[config.mk]
export PLATFORM = sky130hd
export DESIGN_NAME = gpio_irq_ctrl
export DESIGN_NICKNAME = d
export VERILOG_FILES = /design/src/rtl/gpio_irq_pkg.sv /design/src/rtl/gpio_in_sync.sv /design/src/rtl/gpio_irq_bank.sv /design/src/rtl/gpio_regfile.sv /design/src/rtl/gpio_irq_ctrl.sv
export SDC_FILE = /design/constraint.sdc
export NUM_CORES = 1
export LEC_CHECK = 0
export BUFFER_PORTS_ARGS = -buffer_cell sky130_fd_sc_hd__buf_2
export CAP_MARGIN = 20
export CORE_MARGIN = 2
export CORE_UTILIZATION = 40
export CTS_CLUSTER_SIZE = 28
export DETAILED_ROUTE_END_ITERATION = 6
export PLACE_DENSITY_LB_ADDON = 0.1
export SLEW_MARGIN = 10
export SYNTH_ARGS = -nofsm -noshare
export SYNTH_HDL_FRONTEND = slang
export SYNTH_SLANG_ARGS = --single-unit
[constraint.sdc]
create_clock -name clk -period 1.9 [get_ports clk]
set_input_delay 0 -clock clk [delete_from_list [all_inputs] [get_ports clk]]
set_output_delay 0 -clock clk [all_outputs]
set_load 0.005 [all_outputs]
[src/rtl/gpio_irq_pkg.sv]
package gpio_irq_pkg;

  localparam int BUS_W  = 32;
  localparam int ADDR_W = 6;

  // word indexes of the register map
  localparam logic [ADDR_W-1:0] WIX_DIR  = 6'd0;
  localparam logic [ADDR_W-1:0] WIX_IN   = 6'd1;
  localparam logic [ADDR_W-1:0] WIX_SET  = 6'd3;
  localparam logic [ADDR_W-1:0] WIX_CLR  = 6'd4;
  localparam logic [ADDR_W-1:0] WIX_EN   = 6'd5;
  localparam logic [ADDR_W-1:0] WIX_TYPE = 6'd6;
  localparam logic [ADDR_W-1:0] WIX_POL  = 6'd7;
  localparam logic [ADDR_W-1:0] WIX_PEND = 6'd8;
  localparam logic [ADDR_W-1:0] WIX_MASK = 6'd9;

  typedef enum logic [3:0] {
    SEL_NONE, SEL_DIR, SEL_IN, SEL_SET, SEL_CLR,
    SEL_EN, SEL_TYPE, SEL_POL, SEL_PEND, SEL_MASK
  } reg_sel_e;

  function automatic reg_sel_e decode_word(logic [ADDR_W-1:0] wix);
    case (wix)
      WIX_DIR:  return SEL_DIR;
      WIX_IN:   return SEL_IN;
      WIX_SET:  return SEL_SET;
      WIX_CLR:  return SEL_CLR;
      WIX_EN:   return SEL_EN;
      WIX_TYPE: return SEL_TYPE;
      WIX_POL:  return SEL_POL;
      WIX_PEND: return SEL_PEND;
      WIX_MASK: return SEL_MASK;
      default:  return SEL_NONE;
    endcase
  endfunction

  // step between two synchronized samples that matches the polarity
  function automatic logic edge_match(logic cur, logic prev, logic pol);
    return pol ? (cur & ~prev) : (~cur & prev);
  endfunction

  // level that matches the polarity
  function automatic logic level_match(logic cur, logic pol);
    return ~(cur ^ pol);
  endfunction

endpackage

[src/rtl/gpio_in_sync.sv]
module gpio_in_sync #(
  parameter int W = 16
) (
  input  logic         clk,
  input  logic         rst_n,
  input  logic [W-1:0] pad_in,
  output logic [W-1:0] sync_lvl,
  output logic [W-1:0] prev_lvl
);

  logic [W-1:0] meta_q;
  logic [W-1:0] stab_q;
  logic [W-1:0] hist_q;

  always_ff @(posedge clk or negedge rst_n) begin
    if (!rst_n) begin
      meta_q <= '0;
      stab_q <= '0;
      hist_q <= '0;
    end else begin
      meta_q <= pad_in;
      stab_q <= meta_q;
      hist_q <= stab_q;
    end
  end

  assign sync_lvl = stab_q;
  assign prev_lvl = hist_q;


  sync_delay_chk: assert property (@(posedge clk) disable iff (!rst_n)
    $stable(meta_q) |=> (stab_q == $past(meta_q)));

endmodule

[src/rtl/gpio_irq_bank.sv]
module gpio_irq_bank
  import gpio_irq_pkg::*;
#(
  parameter int W = 16
) (
  input  logic         clk,
  input  logic         rst_n,
  input  logic [W-1:0] sync_lvl,
  input  logic [W-1:0] prev_lvl,
  input  logic [W-1:0] en,
  input  logic [W-1:0] typ,
  input  logic [W-1:0] pol,
  input  logic [W-1:0] clr,
  output logic [W-1:0] edge_hit,
  output logic [W-1:0] pend
);

  logic [W-1:0] lat_q;

  for (genvar i = 0; i < W; i++) begin : g_pin
    assign edge_hit[i] = edge_match(sync_lvl[i], prev_lvl[i], pol[i]);

    always_ff @(posedge clk or negedge rst_n) begin
      if (!rst_n)                      lat_q[i] <= 1'b0;
      else if (typ[i])                 lat_q[i] <= 1'b0;
      else if (edge_hit[i] && en[i])   lat_q[i] <= 1'b1;
      else if (clr[i])                 lat_q[i] <= 1'b0;
    end

    assign pend[i] = typ[i] ? (en[i] & level_match(sync_lvl[i], pol[i]))
                            : lat_q[i];


    latch_needs_edge_chk: assert property (@(posedge clk) disable iff (!rst_n)
      $rose(lat_q[i]) |-> $past(edge_hit[i] && en[i] && !typ[i]));


    w1c_clears_chk: assert property (@(posedge clk) disable iff (!rst_n)
      (clr[i] && !(edge_hit[i] && en[i])) |=> !lat_q[i]);
  end

endmodule

[src/rtl/gpio_regfile.sv]
module gpio_regfile
  import gpio_irq_pkg::*;
#(
  parameter int W = 16
) (
  input  logic              clk,
  input  logic              rst_n,
  input  logic              bus_valid,
  input  logic              bus_write,
  input  logic [ADDR_W-1:0] bus_word_addr,
  input  logic [BUS_W-1:0]  bus_wdata,
  output logic [BUS_W-1:0]  bus_rdata,
  input  logic [W-1:0]      sync_lvl,
  input  logic [W-1:0]      pend,
  output logic [W-1:0]      dir_q,
  output logic [W-1:0]      out_q,
  output logic [W-1:0]      en_q,
  output logic [W-1:0]      typ_q,
  output logic [W-1:0]      pol_q,
  output logic [W-1:0]      mask_q,
  output logic [W-1:0]      pend_clr,
  output logic              wr_dir,
  output logic              wr_set,
  output logic              wr_clr
);

  reg_sel_e     sel;
  logic         wr_any;
  logic [W-1:0] wbits;
  logic         unused_wdata_hi;

  assign sel     = decode_word(bus_word_addr);
  assign wr_any  = bus_valid && bus_write;
  assign wbits   = bus_wdata[W-1:0];
  assign unused_wdata_hi = ^bus_wdata[BUS_W-1:W];

  assign wr_dir   = wr_any && (sel == SEL_DIR);
  assign wr_set   = wr_any && (sel == SEL_SET);
  assign wr_clr   = wr_any && (sel == SEL_CLR);
  assign pend_clr = (wr_any && (sel == SEL_PEND)) ? wbits : '0;

  always_ff @(posedge clk or negedge rst_n) begin
    if (!rst_n) begin
      dir_q  <= '0;
      out_q  <= '0;
      en_q   <= '0;
      typ_q  <= '0;
      pol_q  <= '0;
      mask_q <= '0;
    end else if (wr_any) begin
      case (sel)
        SEL_DIR:  dir_q  <= wbits;
        SEL_SET:  out_q  <= out_q | wbits;
        SEL_CLR:  out_q  <= out_q & ~wbits;
        SEL_EN:   en_q   <= wbits;
        SEL_TYPE: typ_q  <= wbits;
        SEL_POL:  pol_q  <= wbits;
        SEL_MASK: mask_q <= wbits;
        default:  ;
      endcase
    end
  end

  logic [W-1:0] rd_bits;
  always_comb begin
    case (sel)
      SEL_DIR:  rd_bits = dir_q;
      SEL_IN:   rd_bits = sync_lvl;
      SEL_SET,
      SEL_CLR:  rd_bits = out_q;
      SEL_EN:   rd_bits = en_q;
      SEL_TYPE: rd_bits = typ_q;
      SEL_POL:  rd_bits = pol_q;
      SEL_PEND: rd_bits = pend;
      SEL_MASK: rd_bits = mask_q;
      default:  rd_bits = '0;
    endcase
    bus_rdata = '0;
    bus_rdata[W-1:0] = rd_bits;
  end


  set_drives_high_chk: assert property (@(posedge clk) disable iff (!rst_n)
    wr_set |=> ((out_q & $past(wbits)) == $past(wbits)));


  clr_drives_low_chk: assert property (@(posedge clk) disable iff (!rst_n)
    wr_clr |=> ((out_q & $past(wbits)) == '0));


  latch_hold_chk: assert property (@(posedge clk) disable iff (!rst_n)
    !(wr_set || wr_clr) |=> $stable(out_q));


  upper_bits_zero_chk: assert property (@(posedge clk) disable iff (!rst_n)
    (bus_valid && !bus_write) |-> (bus_rdata[BUS_W-1:W] == '0));

endmodule

[src/rtl/gpio_irq_ctrl.sv]
module gpio_irq_ctrl
  import gpio_irq_pkg::*;
#(
  parameter int NPINS        = 16,
  parameter bit DIR_IS_INPUT = 1'b0
) (
  input  logic              clk,
  input  logic              rst_n,
  input  logic              bus_valid,
  input  logic              bus_write,
  input  logic [5:0]        bus_word_addr,
  input  logic [31:0]       bus_wdata,
  output logic [31:0]       bus_rdata,
  input  logic [NPINS-1:0]  pad_in,
  output logic [NPINS-1:0]  pad_out,
  output logic [NPINS-1:0]  pad_oe,
  output logic              irq
);

  logic [NPINS-1:0] sync_lvl, prev_lvl;
  logic [NPINS-1:0] dir_q, out_q, en_q, typ_q, pol_q, mask_q;
  logic [NPINS-1:0] pend, pend_clr, edge_hit;
  logic             wr_dir, wr_set, wr_clr;
  logic [NPINS-1:0] active;
  logic             irq_q;

  gpio_in_sync #(.W(NPINS)) u_sync (
    .clk      (clk),
    .rst_n    (rst_n),
    .pad_in   (pad_in),
    .sync_lvl (sync_lvl),
    .prev_lvl (prev_lvl)
  );

  gpio_regfile #(.W(NPINS)) u_regs (
    .clk           (clk),
    .rst_n         (rst_n),
    .bus_valid     (bus_valid),
    .bus_write     (bus_write),
    .bus_word_addr (bus_word_addr),
    .bus_wdata     (bus_wdata),
    .bus_rdata     (bus_rdata),
    .sync_lvl      (sync_lvl),
    .pend          (pend),
    .dir_q         (dir_q),
    .out_q         (out_q),
    .en_q          (en_q),
    .typ_q         (typ_q),
    .pol_q         (pol_q),
    .mask_q        (mask_q),
    .pend_clr      (pend_clr),
    .wr_dir        (wr_dir),
    .wr_set        (wr_set),
    .wr_clr        (wr_clr)
  );

  gpio_irq_bank #(.W(NPINS)) u_bank (
    .clk      (clk),
    .rst_n    (rst_n),
    .sync_lvl (sync_lvl),
    .prev_lvl (prev_lvl),
    .en       (en_q),
    .typ      (typ_q),
    .pol      (pol_q),
    .clr      (pend_clr),
    .edge_hit (edge_hit),
    .pend     (pend)
  );

  if (DIR_IS_INPUT) begin : g_dir_inv
    assign pad_oe = ~dir_q;
  end else begin : g_dir_true
    assign pad_oe = dir_q;
  end

  assign pad_out = out_q;
  assign active  = pend & en_q & mask_q;

  always_ff @(posedge clk or negedge rst_n) begin
    if (!rst_n) irq_q <= 1'b0;
    else        irq_q <= |active;
  end
  assign irq = irq_q;


  oe_hold_chk: assert property (@(posedge clk) disable iff (!rst_n)
    !wr_dir |=> $stable(pad_oe));


  irq_source_chk: assert property (@(posedge clk) disable iff (!rst_n)
    irq |-> $past(|(pend & en_q & mask_q)));


  irq_quiet_chk: assert property (@(posedge clk) disable iff (!rst_n)
    (mask_q == '0) && $stable(mask_q) |=> !irq);

endmodule

-- After elaboration in Yosys (flattened, before gate mapping)
Memories as Yosys holds them, arrays and structs flattened.
Index checks and enable logic that the tools add are counted.
Widths: inputs -> output; s select.
- register bits: 161
- word-level logic and storage cells: 281
- memories: 1
- output and inout port bits: 65
- bits in read-only memories: 64
- bits of input ports: 58
- memories (name ; words ; width ; read ports ; clocked after memory_dff ; write ports ; RTL line ; source):
    (no name shown) ; 16 ; 4 ; 1 ; 0 ; 0 ; gpio_irq_pkg.sv:23 ; case (wix)
- equal/unequal tests: 9
- bitwise operators: 117
- multiplexer cells: 84
- reductions and logical operators: 44
- operators by type and width (operator ; count):
    $pmux 16 s8 ; 1
    $mux 1 ; 80
    $and 1x1->1 ; 48
    $and 16x16->16 ; 3
    $not 1->1 ; 48
    $reduce_bool 3->1 ; 16
    $pmux 16 s2 ; 1
    $logic_and 1x1->1 ; 18
    $eq 4x3->1 const B ; 4
    $mux 16 ; 1
    $not 16->16 ; 1
    $or 16x16->16 ; 1
    $reduce_or 16->1 ; 1
    $xor 1x1->1 ; 16
    $reduce_and 2->1 ; 6
    $eq 4x2->1 const B ; 2
    $eq 4x4->1 const B ; 2
    $eq 4x1->1 const B ; 1
    $mux 4 ; 1
    $logic_not 2->1 ; 1
    $reduce_bool 2->1 ; 1
    $reduce_or 2->1 ; 1

-- Depth between registers and ports, before layout
- word-level depth: 8
- gate-level depth with buffers: 9
- depth with buffers taken out: 7

-- Modules after synthesis
A second synthesis with hierarchy kept.
- cells, all modules: 711
- area total of the unflattened synthesis: 8060.2 um^2
- modules (own cells, without submodules) (module ; cells an instance ; instances ; seq. area each (um^2) ; area an instance (um^2)):
    gpio_regfile ; 449 ; 1 ; 2402.3 ; 5180.0
    gpio_irq_bank ; 192 ; 1 ; 400.4 ; 1541.5
    gpio_in_sync ; 48 ; 1 ; 1201.2 ; 1201.2
    gpio_irq_ctrl ; 22 ; 1 ; 25.0 ; 137.6

-- Worst setup path after synthesis
Ideal clock, no wire load.
- kind: input port to flip-flop
- start: in bus_word_addr[1]
- end: reg u_regs.dir_q[10]
- data arrival time: 1707 ps
- path buffers: 1
- library setup time: 125 ps
- slack: 68 ps
- cell stages on the path: 7
- data required time: 1775 ps
- cell sequence: inv_1 > ha_1 > a32oi_1 > nor4_2 > nand3_2 > buf_2 > mux2_2
- word-level cells in the longest chain between the ends: 4
- RTL lines (what ; RTL line ; source):
    from (decl) ; gpio_irq_ctrl.sv:11 ; input logic [5:0] bus_word_addr,
    $mem_v2 16x4 ; n/a ;
    $mux 4 ; gpio_irq_pkg.sv:23 ;
    $eq 4x1->1 ; n/a ;
    $reduce_and 2->1 (no line) ; n/a ;
    to (signal assigned) ; gpio_regfile.sv:52 ; SEL_DIR: dir_q <= wbits;
    to (decl) ; gpio_regfile.sv:15 ; output logic [W-1:0] dir_q,
No other way between the ends.
A chain may end at the register's enable or synchronous reset.

-- Final worst setup path
- start: in bus_word_addr[5]
- end: out bus_rdata[3]
- word-level cells in the longest chain between the ends: 5
- elaborated cells between the ends (all ways): 13
- classes of those cells: 9 x eq/ne; 2 x mux; 2 x reduce/logical
- RTL lines (what ; RTL line ; source):
    $logic_not 2->1 (*) ; gpio_irq_pkg.sv:23 ;
    $mux 4 (*) ; gpio_irq_pkg.sv:23 ;
    $eq 4x3->1 or $eq 4x2->1 (tied branches) ; n/a ;
    $reduce_or 2->1 ; gpio_regfile.sv:66 ; case (sel)
    $pmux 16 s8 (*) ; gpio_regfile.sv:66 ;
    to (decl) ; gpio_irq_ctrl.sv:13 ; output logic [31:0] bus_rdata,
Every way passes the cells marked *; elsewhere a longest branch is shown, timed or not.

==> run_results.csv <==
group,metric,value,unit
drt,drt_wl_total,21510,um
synth,syn_avg_cell_area,11.42,um2
critical_path,path_class,"in2out",
clocking,cts.sinks,161,
layout,final_cell_mix,"dfrtp_1 (157), buf_2 (89), mux2_2 (80)",
clocking,htree_levels,4,
grt,overflow,0,
sta,worst_pin_slew,0.5235,ns
sta,hold_viol,0,
sta,clock-skew-final,0.006180,ns
place,post-place-ws,0.06641,ns
synth,synth_cell_type_count,57,
clocking,clockBufferDepth,2,
drt,drtAntennaViolNets,0,
synth,yosysSeqAreaShare,0.5420,
die,design.die.area,0.01969,mm2
drt,wl_met1,9472,um
clocking,clk_pin_slew_worst_paths,0.06,ns
layout,layout-drive-gt1-share,0.3373,
die,fp.dieH,140.3,um
critical_path,cp.required,1.90,ns
synth,yosys_warnings,0,
die,io_pins,123,
synth,synth_top_cell_area_share,0.5420,
sta,slew-limit-headroom,0.6483,
drt,num_vias,5897,
synth,synth_area,0.007433,mm2
synth,yosys-top-cells-area,"dfrtp_1 (54%), mux2_2 (12%), nand2_1 (3.4%)",
sta,final-setup-viol-count,0,
min_path,hp-class,"in2async",
clocking,root_buffer,"clkbuf_16",
grt,grt_pass1_vias,5818,
drt,drc,0,
layout,fillers,1594,
layout,seq_area,0.004034,mm2
clocking,clock_latency,0.42,ns
die,start_util,0.4110,
die,core,0.01809,mm2
grt,grt.total_usage,0.2234,
die,dieWidth,140.3,um
status,outcome,"finished clean",
layout,multi_input_area,0.003191,mm2
grt,antenna_found_initial,0,
drt,wl_met3,1161,um
sta,maxSlewViolCount,0,
die,rows,49,
critical_path,start_kind,"input port",
synth,synthArstFlopShare,1.000,
synth,synth_edf_count,0,
clocking,cts_tree,"yes",
grt,grt_pass1_wl,33340,um
drt,post_drt_wl_per_cell,20.25,um
synth,synth_area_leader_cell,"dfrtp_1",
layout,syn_to_final_growth,27.32,%
layout,final_common_cell,"dfrtp_1",
place,gp_congestion,0.8998,
power_and_ir_drop,peakVddDrop,0.0006032,V
drt,drt_iter0_drc,430,
power_and_ir_drop,powerDensity,939.4,mW/mm2
sta,holdWs,0.01488,ns
grt,grt_max_degree,60,
layout,finalNetCount,879,
sta,finalSetupTns,0,ns
drt,routed.top_layer,"met4",
clocking,cts_buffers,17,
drt,viasPerCell,5.553,
sta,fin_crit,1.791,ns
power_and_ir_drop,report.power.total,8.890,mW
synth,ys_seq_elements,161,
critical_path,cp_max_fo,6,
critical_path,worstPathArrival,1.79,ns
critical_path,critPathCaptureType,"output port",
synth,netlist_instances,651,
layout,design_area,0.009464,mm2
drt,met2WireLength,10500,um
sta,fmax,0.5584,GHz
place,place_area,0.008407,mm2
place,dp_hpwl,14600,um
synth,synthFlopType,"dfrtp_1",
place,portBuffers,90,
flow_run,cap_violations,0,
drt,first_pass_iters,5,
sta,rsz0062_at_grt,"yes",
sta,period_share,0.9425,
sta,setup_ws,0.1092,ns
layout,antenna_cells,0,
power_and_ir_drop,p_leak,4.444,nW
-- flip-flops by register name, indices dropped and copies added, names as in the netlist, named ones only --
name and flops:
u_regs.dir_q 16, u_bank.lat_q 16, u_regs.pol_q 16, u_regs.mask_q 16
u_regs.en_q 16, u_sync.meta_q 16, u_regs.typ_q 16, u_sync.sync_lvl 16
u_sync.prev_lvl 16, irq 1
-- cell type report --
cell class,instances,share of cell area
clock buffers,20,0.04720
flip-flops and latches,161,0.4262
multi-input cells,447,0.3371
well taps,229,0.03027
clock inverters,12,0.02181
inverters,20,0.007932
repair buffers,173,0.1294
-- Yosys cell counts, drive strengths merged (5+ instances only) --
cell type and n:
a31o 5, mux2 80, nand3 21, a221oi 9, and3 5, buf 28, clkbuf 10, a31oi 21
inv 20, nor2 29, nand4 11, mux2i 18, a222oi 6, a22oi 13, a32o 11, nand2 69
nor2b 11, or2 5, o21ai 20, a21oi 43, xnor2 11, dfrtp 161
-- per-stage QoR --
step | cells | utilization
6_report | 1062 | 0.5233
5_1_grt | 1062 | 0.5233
4_1_cts | 1057 | 0.5192
3_5_place_dp | 992 | 0.4648
3_3_place_gp | 992 | 0.4648
2_1_floorplan | 666 | -
-- report_power, final --
group / switching [mW] / leakage (nW) / total, mW / internal [mW]
Sequential: 0.281 / 2.07 / 4.05 / 3.77
Combinational: 0.506 / 2.07 / 1.04 / 0.536
Clock: 1.42 / 0.303 / 3.80 / 2.38
Total: 2.21 / 4.44 / 8.89 / 6.68
-- repair_timing --
action,CTS,global route
hold buffers,33,0
resized for setup,0,11
buffers inserted,0,5
endpoints found under the hold margin,288,0
setup endpoints to repair,0,6
-- routing by layer --
metal  track usage  vias up
met3       0.05026       24
met2        0.3661      204
met4       0.05954        0
met1        0.3013     2960
met5             0        -
li1              -     2709
-- critical path, stage by stage --
cell and delay [ns]:
buf_2 0.11, buf_4 0.13, nor3_1 0.27, nand2_1 0.20, nor3_1 0.45, buf_4 0.28
a21oi_1 0.10, nand3_1 0.11, buf_2 0.12
-- kinds of logic (layout without fill, tap and decap cells) --
group                      Yosys count  in the layout  share of synthesized area
adders and majority gates            1              1                   0.001683
buffers and inverters               58            225                    0.04242
xor gates and xnor gates            11             11                    0.01296
and+or+nand+nor                    174            174                     0.1217
AOI/OAI and AO/OA                  147            147                     0.1333
muxes                               98             98                     0.1454
DFF                                161            161                     0.5420
other                                1             16                  0.0005045
-- worst paths after layout --
check	from	end	cells after the start	slack [ns]
max	bus_word_addr[5]	bus_rdata[3]	9	0.11
min	rst_n	u_regs.pol_q[14]$_DFFE_PN0P_	2	0.01
max reg2reg	u_regs.typ_q[11]$_DFFE_PN0P_	irq$_DFF_PN0_	5	0.15
min reg2reg	u_sync.meta_q[9]$_DFF_PN0_	u_sync.sync_lvl[9]$_DFF_PN0_	0	0.35
max in group asynchronous	rst_n	u_regs.pol_q[4]$_DFFE_PN0P_	3	1.19
min in group clk	bus_write	u_regs.dir_q[5]$_DFFE_PN0P_	4	0.14
(Power assumes the default switching activity.)
